[config.mk]
export PLATFORM = sky130hd
export DESIGN_NAME = mcr_mul_class_resolve
export DESIGN_NICKNAME = d
export VERILOG_FILES = /design/src/rtl/mcr_pkg.sv /design/src/rtl/mcr_class_fold.sv /design/src/rtl/mcr_order.sv /design/src/rtl/mcr_case_table.sv /design/src/rtl/mcr_mul_class_resolve.sv
export SDC_FILE = /design/constraint.sdc
export NUM_CORES = 1
export LEC_CHECK = 0
export BUFFER_PORTS_ARGS = -buffer_cell sky130_fd_sc_hd__buf_2
export CORE_AREA = 2 2 81 83
export DETAILED_ROUTE_END_ITERATION = 10
export DIE_AREA = 0 0 83 85
export SLEW_MARGIN = 20
export SYNTH_ARGS = -nofsm -noshare
export SYNTH_HDL_FRONTEND = slang
export SYNTH_SLANG_ARGS = --single-unit
[constraint.sdc]
create_clock -name vclk -period 3.4
set_clock_uncertainty 0.05 [all_clocks]
set_input_delay 0.34 -clock vclk [all_inputs]
set_output_delay 0.34 -clock vclk [all_outputs]
set_load 0.01 [all_outputs]
[src/rtl/mcr_pkg.sv]
package mcr_pkg;
  localparam int CLS_W = 3;
  localparam logic [CLS_W-1:0] CLS_ZERO = 3'd0;
  localparam logic [CLS_W-1:0] CLS_NORM = 3'd1;
  localparam logic [CLS_W-1:0] CLS_INF  = 3'd2;
  localparam logic [CLS_W-1:0] CLS_QNAN = 3'd3;
  localparam logic [CLS_W-1:0] CLS_SNAN = 3'd4;
endpackage

[src/rtl/mcr_class_fold.sv]
module mcr_class_fold
  import mcr_pkg::*;
(
  input  logic [CLS_W-1:0] raw_cls,
  output logic [CLS_W-1:0] rank_cls
);
  // Codes above the signaling code share its rank.
  always_comb begin
    if (raw_cls > CLS_SNAN) rank_cls = CLS_SNAN;
    else                    rank_cls = raw_cls;
  end
endmodule

[src/rtl/mcr_order.sv]
module mcr_order
  import mcr_pkg::*;
#(
  parameter int EXP_W = 11,
  parameter int SIG_W = 53
) (
  input  logic [CLS_W-1:0] a_cls,
  input  logic             a_sign,
  input  logic [EXP_W-1:0] a_exp,
  input  logic [SIG_W-1:0] a_sig,
  input  logic [CLS_W-1:0] b_cls,
  input  logic             b_sign,
  input  logic [EXP_W-1:0] b_exp,
  input  logic [SIG_W-1:0] b_sig,
  output logic [CLS_W-1:0] x_cls,
  output logic             x_sign,
  output logic [EXP_W-1:0] x_exp,
  output logic [SIG_W-1:0] x_sig,
  output logic [CLS_W-1:0] y_cls
);
  logic take_b;

  // Equal ranks also pick b.
  assign take_b = (a_cls <= b_cls);

  always_comb begin
    if (take_b) begin
      x_cls  = b_cls;
      x_sign = b_sign;
      x_exp  = b_exp;
      x_sig  = b_sig;
      y_cls  = a_cls;
    end else begin
      x_cls  = a_cls;
      x_sign = a_sign;
      x_exp  = a_exp;
      x_sig  = a_sig;
      y_cls  = b_cls;
    end
  end

  // x never ranks below y after ordering.
  always_comb begin
    a_r1_x_ranks_high: assert (x_cls >= y_cls)
      else $error("R1: ordered x ranks below y");
  end
endmodule

[src/rtl/mcr_case_table.sv]
module mcr_case_table
  import mcr_pkg::*;
#(
  parameter int EXP_W = 11,
  parameter int SIG_W = 53
) (
  input  logic [CLS_W-1:0] x_cls,
  input  logic             x_sign,
  input  logic [EXP_W-1:0] x_exp,
  input  logic [SIG_W-1:0] x_sig,
  input  logic [CLS_W-1:0] y_cls,
  input  logic             prod_sign,
  output logic [CLS_W-1:0] res_cls,
  output logic             res_sign,
  output logic [EXP_W-1:0] res_exp,
  output logic [SIG_W-1:0] res_sig,
  output logic             res_final,
  output logic             res_invalid,
  output logic             mul_go
);
  localparam logic [EXP_W-1:0] DQ_EXP = {EXP_W{1'b1}};
  localparam logic [SIG_W-1:0] DQ_SIG = {2'b01, {(SIG_W-2){1'b0}}};

  logic [CLS_W-1:0] cls_d;
  logic             sign_d;

  always_comb begin
    cls_d       = x_cls;
    sign_d      = x_sign;
    res_exp     = x_exp;
    res_sig     = x_sig;
    res_final   = 1'b1;
    res_invalid = 1'b0;
    mul_go      = 1'b0;
    case (x_cls)
      CLS_INF: begin
        if (y_cls == CLS_ZERO) begin
          cls_d       = CLS_QNAN;
          sign_d      = 1'b0;
          res_exp     = DQ_EXP;
          res_sig     = DQ_SIG;
          res_invalid = 1'b1;
        end
      end
      CLS_NORM: begin
        if (y_cls == CLS_ZERO) begin
          cls_d = CLS_ZERO;
        end else begin
          res_final = 1'b0;
          mul_go    = 1'b1;
        end
      end
      default: ;  // zero or NaN x: the copy stands
    endcase
  end

  // Non-NaN results take the product sign.
  always_comb begin
    res_cls  = cls_d;
    res_sign = (cls_d < CLS_QNAN) ? prod_sign : sign_d;
  end
endmodule

[src/rtl/mcr_mul_class_resolve.sv]
module mcr_mul_class_resolve
  import mcr_pkg::*;
#(
  parameter int EXP_W = 11,
  parameter int SIG_W = 53
) (
  input  logic [2:0]       a_cls,
  input  logic             a_sign,
  input  logic [EXP_W-1:0] a_exp,
  input  logic [SIG_W-1:0] a_sig,
  input  logic [2:0]       b_cls,
  input  logic             b_sign,
  input  logic [EXP_W-1:0] b_exp,
  input  logic [SIG_W-1:0] b_sig,
  output logic [2:0]       res_cls,
  output logic             res_sign,
  output logic [EXP_W-1:0] res_exp,
  output logic [SIG_W-1:0] res_sig,
  output logic             res_final,
  output logic             res_invalid,
  output logic             mul_go
);
  localparam int N_OPS = 2;

  logic [CLS_W-1:0] raw_cls  [N_OPS];
  logic [CLS_W-1:0] rank_cls [N_OPS];
  logic [CLS_W-1:0] x_cls, y_cls;
  logic             x_sign;
  logic [EXP_W-1:0] x_exp;
  logic [SIG_W-1:0] x_sig;

  assign raw_cls[0] = a_cls;
  assign raw_cls[1] = b_cls;

  for (genvar i = 0; i < N_OPS; i++) begin : g_fold
    mcr_class_fold u_fold (
      .raw_cls  (raw_cls[i]),
      .rank_cls (rank_cls[i])
    );
  end

  mcr_order #(.EXP_W(EXP_W), .SIG_W(SIG_W)) u_order (
    .a_cls  (rank_cls[0]),
    .a_sign (a_sign),
    .a_exp  (a_exp),
    .a_sig  (a_sig),
    .b_cls  (rank_cls[1]),
    .b_sign (b_sign),
    .b_exp  (b_exp),
    .b_sig  (b_sig),
    .x_cls  (x_cls),
    .x_sign (x_sign),
    .x_exp  (x_exp),
    .x_sig  (x_sig),
    .y_cls  (y_cls)
  );

  mcr_case_table #(.EXP_W(EXP_W), .SIG_W(SIG_W)) u_table (
    .x_cls       (x_cls),
    .x_sign      (x_sign),
    .x_exp       (x_exp),
    .x_sig       (x_sig),
    .y_cls       (y_cls),
    .prod_sign   (a_sign ^ b_sign),
    .res_cls     (res_cls),
    .res_sign    (res_sign),
    .res_exp     (res_exp),
    .res_sig     (res_sig),
    .res_final   (res_final),
    .res_invalid (res_invalid),
    .mul_go      (mul_go)
  );

  always_comb begin
    a_r8_final_xor_go: assert (res_final ^ mul_go)
      else $error("R8: final and hand-off not exclusive");
    a_r8_go_both_normal: assert (!mul_go || (a_cls == CLS_NORM && b_cls == CLS_NORM))
      else $error("R8: hand-off without two normal operands");
    a_r5_invalid_gives_qnan: assert (!res_invalid || (res_cls == CLS_QNAN && !res_sign))
      else $error("R5: invalid without default quiet NaN");
    a_r3_sign_rule: assert (res_cls >= CLS_QNAN || res_sign == (a_sign ^ b_sign))
      else $error("R3: non-NaN result sign differs from product sign");
    a_r2_class_in_range: assert (res_cls <= CLS_SNAN)
      else $error("R2: result class outside folded range");
  end
endmodule

Yosys cells after proc, flatten, opt, wreduce, memory -nomap -nowiden
Index checks and enable logic that the tools add are counted.
- reductions and logical operators: 1
- muxes and demuxes: 22
- magnitude comparators: 4
- bitwise logic cells: 1
- equality and inequality tests: 2
- operators with widths (operator ; count):
    $mux W53 ; 3
    $mux W11 ; 3
    $mux W3 ; 6
    $mux W1 ; 9
    $gt A3 B3 Y1 const B ; 2
    $pmux W3 S2 ; 1
    $eq A3 B1 Y1 const B ; 1
    $eq A3 B2 Y1 const B ; 1
    $le A3 B3 Y1 ; 1
    $logic_not A3 Y1 ; 1
    $lt A3 B2 Y1 const B ; 1
    $xor A1 B1 Y1 ; 1
- output and inout bits: 71
- word-level logic and storage cells: 30
- bits of input ports: 136
- flip-flop bits (word level): 0

Logic depth before layout (Yosys ltp)
- depth after elaboration: 9
- mapped depth: 11

Hierarchy
A second synthesis with hierarchy kept.
- cells, all modules: 188
- area, all modules: 1674.1 µm²
- modules (own cells, without submodules) (module ; area each (µm²) ; cells each ; sequential area each (µm²) ; times used):
    mcr_order ; 972.2 ; 89 ; 0.0 ; 1
    mcr_case_table ; 660.6 ; 92 ; 0.0 ; 1
    mcr_class_fold ; 16.3 ; 3 ; 0.0 ; 2
    mcr_mul_class_resolve ; 8.8 ; 1 ; 0.0 ; 1

Worst setup path after synthesis
Ideal clock, no wire load.
- path kind: input to output
- start point: input a_cls[0]
- end point: output res_sign
- slack: 0.943 ns
- arrival: 2.067 ns
- buffers on the path: 0
- stages: 8
- cells stage by stage: nor2b_1 -> inv_1 -> ha_1 -> a311oi_2 -> o21bai_2 -> a41o_1 -> a311o_1 -> a221oi_2
- cells in the longest elaborated chain, start to end: 9
- elaborated cells between the ends (all ways): 16
- those cells by class: order compare (3); eq/ne (2); mux (10); reduce/logical (1)
- ends and longest elaborated chain (what ; line ; RTL):
    start: declaration ; mcr_mul_class_resolve.sv:7 ; input logic [2:0] a_cls,
    $gt A3 B3 Y1 ; mcr_class_fold.sv:9 ; if (raw_cls > CLS_SNAN) rank_cls = CLS_SNAN;
    $mux W3 * ; mcr_class_fold.sv:9 ;
    $le A3 B3 Y1 ; mcr_order.sv:24 ; assign take_b = (a_cls <= b_cls);
    $mux W3 ; mcr_order.sv:27 ; if (take_b) begin
    $logic_not A3 Y1 ; mcr_case_table.sv:37, mcr_case_table.sv:46 ;
    $mux W3 (on tied branches) ; mcr_case_table.sv:46, mcr_case_table.sv:37 ;
    $pmux W3 S2 * ; mcr_case_table.sv:35 ; case (x_cls)
    named net res_cls[2] ; mcr_mul_class_resolve.sv:15 ; output logic [2:0] res_cls,
    $lt A3 B2 Y1 * ; mcr_case_table.sv:60 ; res_sign = (cls_d < CLS_QNAN) ? prod_sign : sign_d;
    $mux W1 * ; mcr_case_table.sv:60 ;
    end: declaration ; mcr_mul_class_resolve.sv:16 ; output logic res_sign,
Mark *: on every way through the listed nets, which the timed path passes. The rest lies on a longest branch.

Final worst setup path
- start point: input a_cls[2]
- end point: output res_sign
- cells in the longest elaborated chain, start to end: 9
- elaborated cells between the ends (all ways): 16
- those cells by class: order compare (3); eq/ne (2); mux (10); reduce/logical (1)
- ends and longest elaborated chain (what ; line):
    $gt A3 B3 Y1 ; mcr_class_fold.sv:9
    $mux W3 * ; mcr_class_fold.sv:9
    $le A3 B3 Y1 ; mcr_order.sv:24
    $mux W3 ; mcr_order.sv:27
    $logic_not A3 Y1 ; mcr_case_table.sv:37, mcr_case_table.sv:46
    $mux W3 (on tied branches) ; mcr_case_table.sv:46, mcr_case_table.sv:37
    $pmux W3 S2 ; mcr_case_table.sv:35
    $lt A3 B2 Y1 ; mcr_case_table.sv:60
    $mux W1 * ; mcr_case_table.sv:60
Mark *: on every way between the ends. The rest lies on a longest branch, timed or not.

==> out/results.ini <==
[layout]
drive_gt1_frac = 0.488
design_area_um2 = 2340
numSequentialCells = 0
fin_nets = 593
syn2layout_area_growth_pct = 89.1
nClkBuffers = 0
regArea_um2 = 0
final_util = 0.377
antenna_cells = 0

[synthesis]
ys_types = 31
synth_area_leader_cell = nand2_1
syn_inst = 262
synth_area_um2 = 1240
yosys-top-cells-area = nand2_1 (40%), a21oi_1 (21%), nand3_1 (7.3%)
avgSynthCellArea_um2 = 4.72
yosysWarnings = 0
ys_seq_area_frac = 0
synth.top_cell.area_share = 0.400
synth_nets = 400

[floorplanning]
die_w_um = 83
rows = 29
dieArea_um2 = 7060
core_um2 = 6200
start_util = 0.199
num_io_pins = 207
dieHeight_um = 85

[sta]
fin_crit_sh = 0.828
period_minus_slack_ns = 2.82
setup_violations = 0
slew_violations = 0
hold_viol = 0
max_freq_mhz = 355
setup_tns_ns = 0
relSlewSlack = 0.736
whs_ns = 0.924
worst_slew_pin_slew_ns = 0.396
rsz0062_at_grt = no

[setup_path]
startpoint = a_cls[2]
cp-end-kind = primary output
critPathKind = in2out
crit_path_start_kind = input port
cp_max_fo = 6
worstPathArrival_ns = 2.43
cp.required_ns = 3.01

[routing]
ant_nets = 0
finalWirelength_um = 6030
viasPerCell = 4.62
drc_errors = 0
dr_total_vias = 2448
drtIter0Drc = 65
wl_per_cell_um = 11.4
dr.pass1.iters = 6

[global_routing]
track_usage = 0.157
overflow = 0
antenna_found_initial = 0
grt_max_degree = 68
grt_pass1_wl_um = 9830
grt_pass1_vias = 2245

[cts]
ctsResizeCount = 0
postCtsHoldBufs = 0
postCtsSetupBuffers = 0

[placement]
routabilityCongestion = 0.790
io_buffers = 207
dp_hpwl_um = 4850
dpl_cell_area_um2 = 2340

[pwr]
powerDensity_nw_per_um2 = 237
leakagePower_nw = 1.44
power_mw = 0.555
ir_drop_mv = 0.0950

[worst_hold_path]
hold_class = in2out
min_from = b_exp[9]

[run_status]
outcome = finished clean

[job]
maxCapViolations = 0

## cell usage after synthesis (all sizes together), types with 3 or more instances
cell type	count
nand2	132
a21oi	53
nand3	18
buf	11
clkbuf	10
inv	5
nor2	5
nand2b	3
nor2b	3
o21ai	3
## worst paths after layout
path | slack [ns] | to | depth (start not counted)
min | 0.92 | res_exp[9] | 4
max | 0.58 | res_sign | 10
## layout make-up
class,instances,area (um2)
well taps,77,96.3
fillers,724,3860
inverters,5,18.8
multi-input cells,236,1130
repair buffers,212,1100
## cell usage in the layout (no fill, tap or decap)
master and count:
a41oi_1 1, buf_2 207, o21bai_2 1, nor2b_1 3, nand3_1 17, inv_2 1
nor2_1 5, nand2b_4 1, a21oi_1 53, a311oi_2 1, nand2b_1 2, nand2_1 132
o22ai_2 1, mux2_4 1, or3_1 2, a41o_1 1, ha_1 2, a21o_1 2
buf_4 3, nand3_2 1, inv_1 4, o21ai_1 1, o21ai_0 2, o211a_1 1
a311o_1 1, a221oi_2 1, o221a_1 1, buf_12 2, and3_2 1, a31oi_1 2
## per-layer routing
layer,up-vias,GRT usage,part of all wire
met5,-,0,0
met4,0,0.00149,0
met3,0,0.0292,0.088
met2,124,0.326,0.52
met1,1072,0.174,0.39
li1,1252,-,-
## metrics by stage
stage               setup slack, ns  cells
CTS                           0.615    530
finish                        0.585    530
floorplan                     0.943    262
detailed placement            0.624    530
global placement              0.699    530
global route                  0.394    530
## worst max-delay path, cell delays in order
cell,delay [ns]
buf_2,0.13
nor2b_1,0.19
inv_1,0.11
ha_1,0.20
a311oi_2,0.33
o21bai_2,0.15
a41o_1,0.26
a311o_1,0.34
a221oi_2,0.21
buf_2,0.17
## where the power goes
part           leakage, nW  switching [mW]  internal [mW]  total (mW)
Sequential               0               0              0           0
Clock                    0               0              0           0
Combinational         1.44           0.309          0.246       0.555
Total                 1.44           0.309          0.246       0.555
## kinds of logic after synthesis
group / count (synthesis) / share of synthesized area
compound gates: 69 / 0.333
fa+ha+maj: 2 / 0.0202
buf+inv: 26 / 0.0950
mux: 1 / 0.0121
simple gates: 164 / 0.540
(Power assumes the default switching activity.)
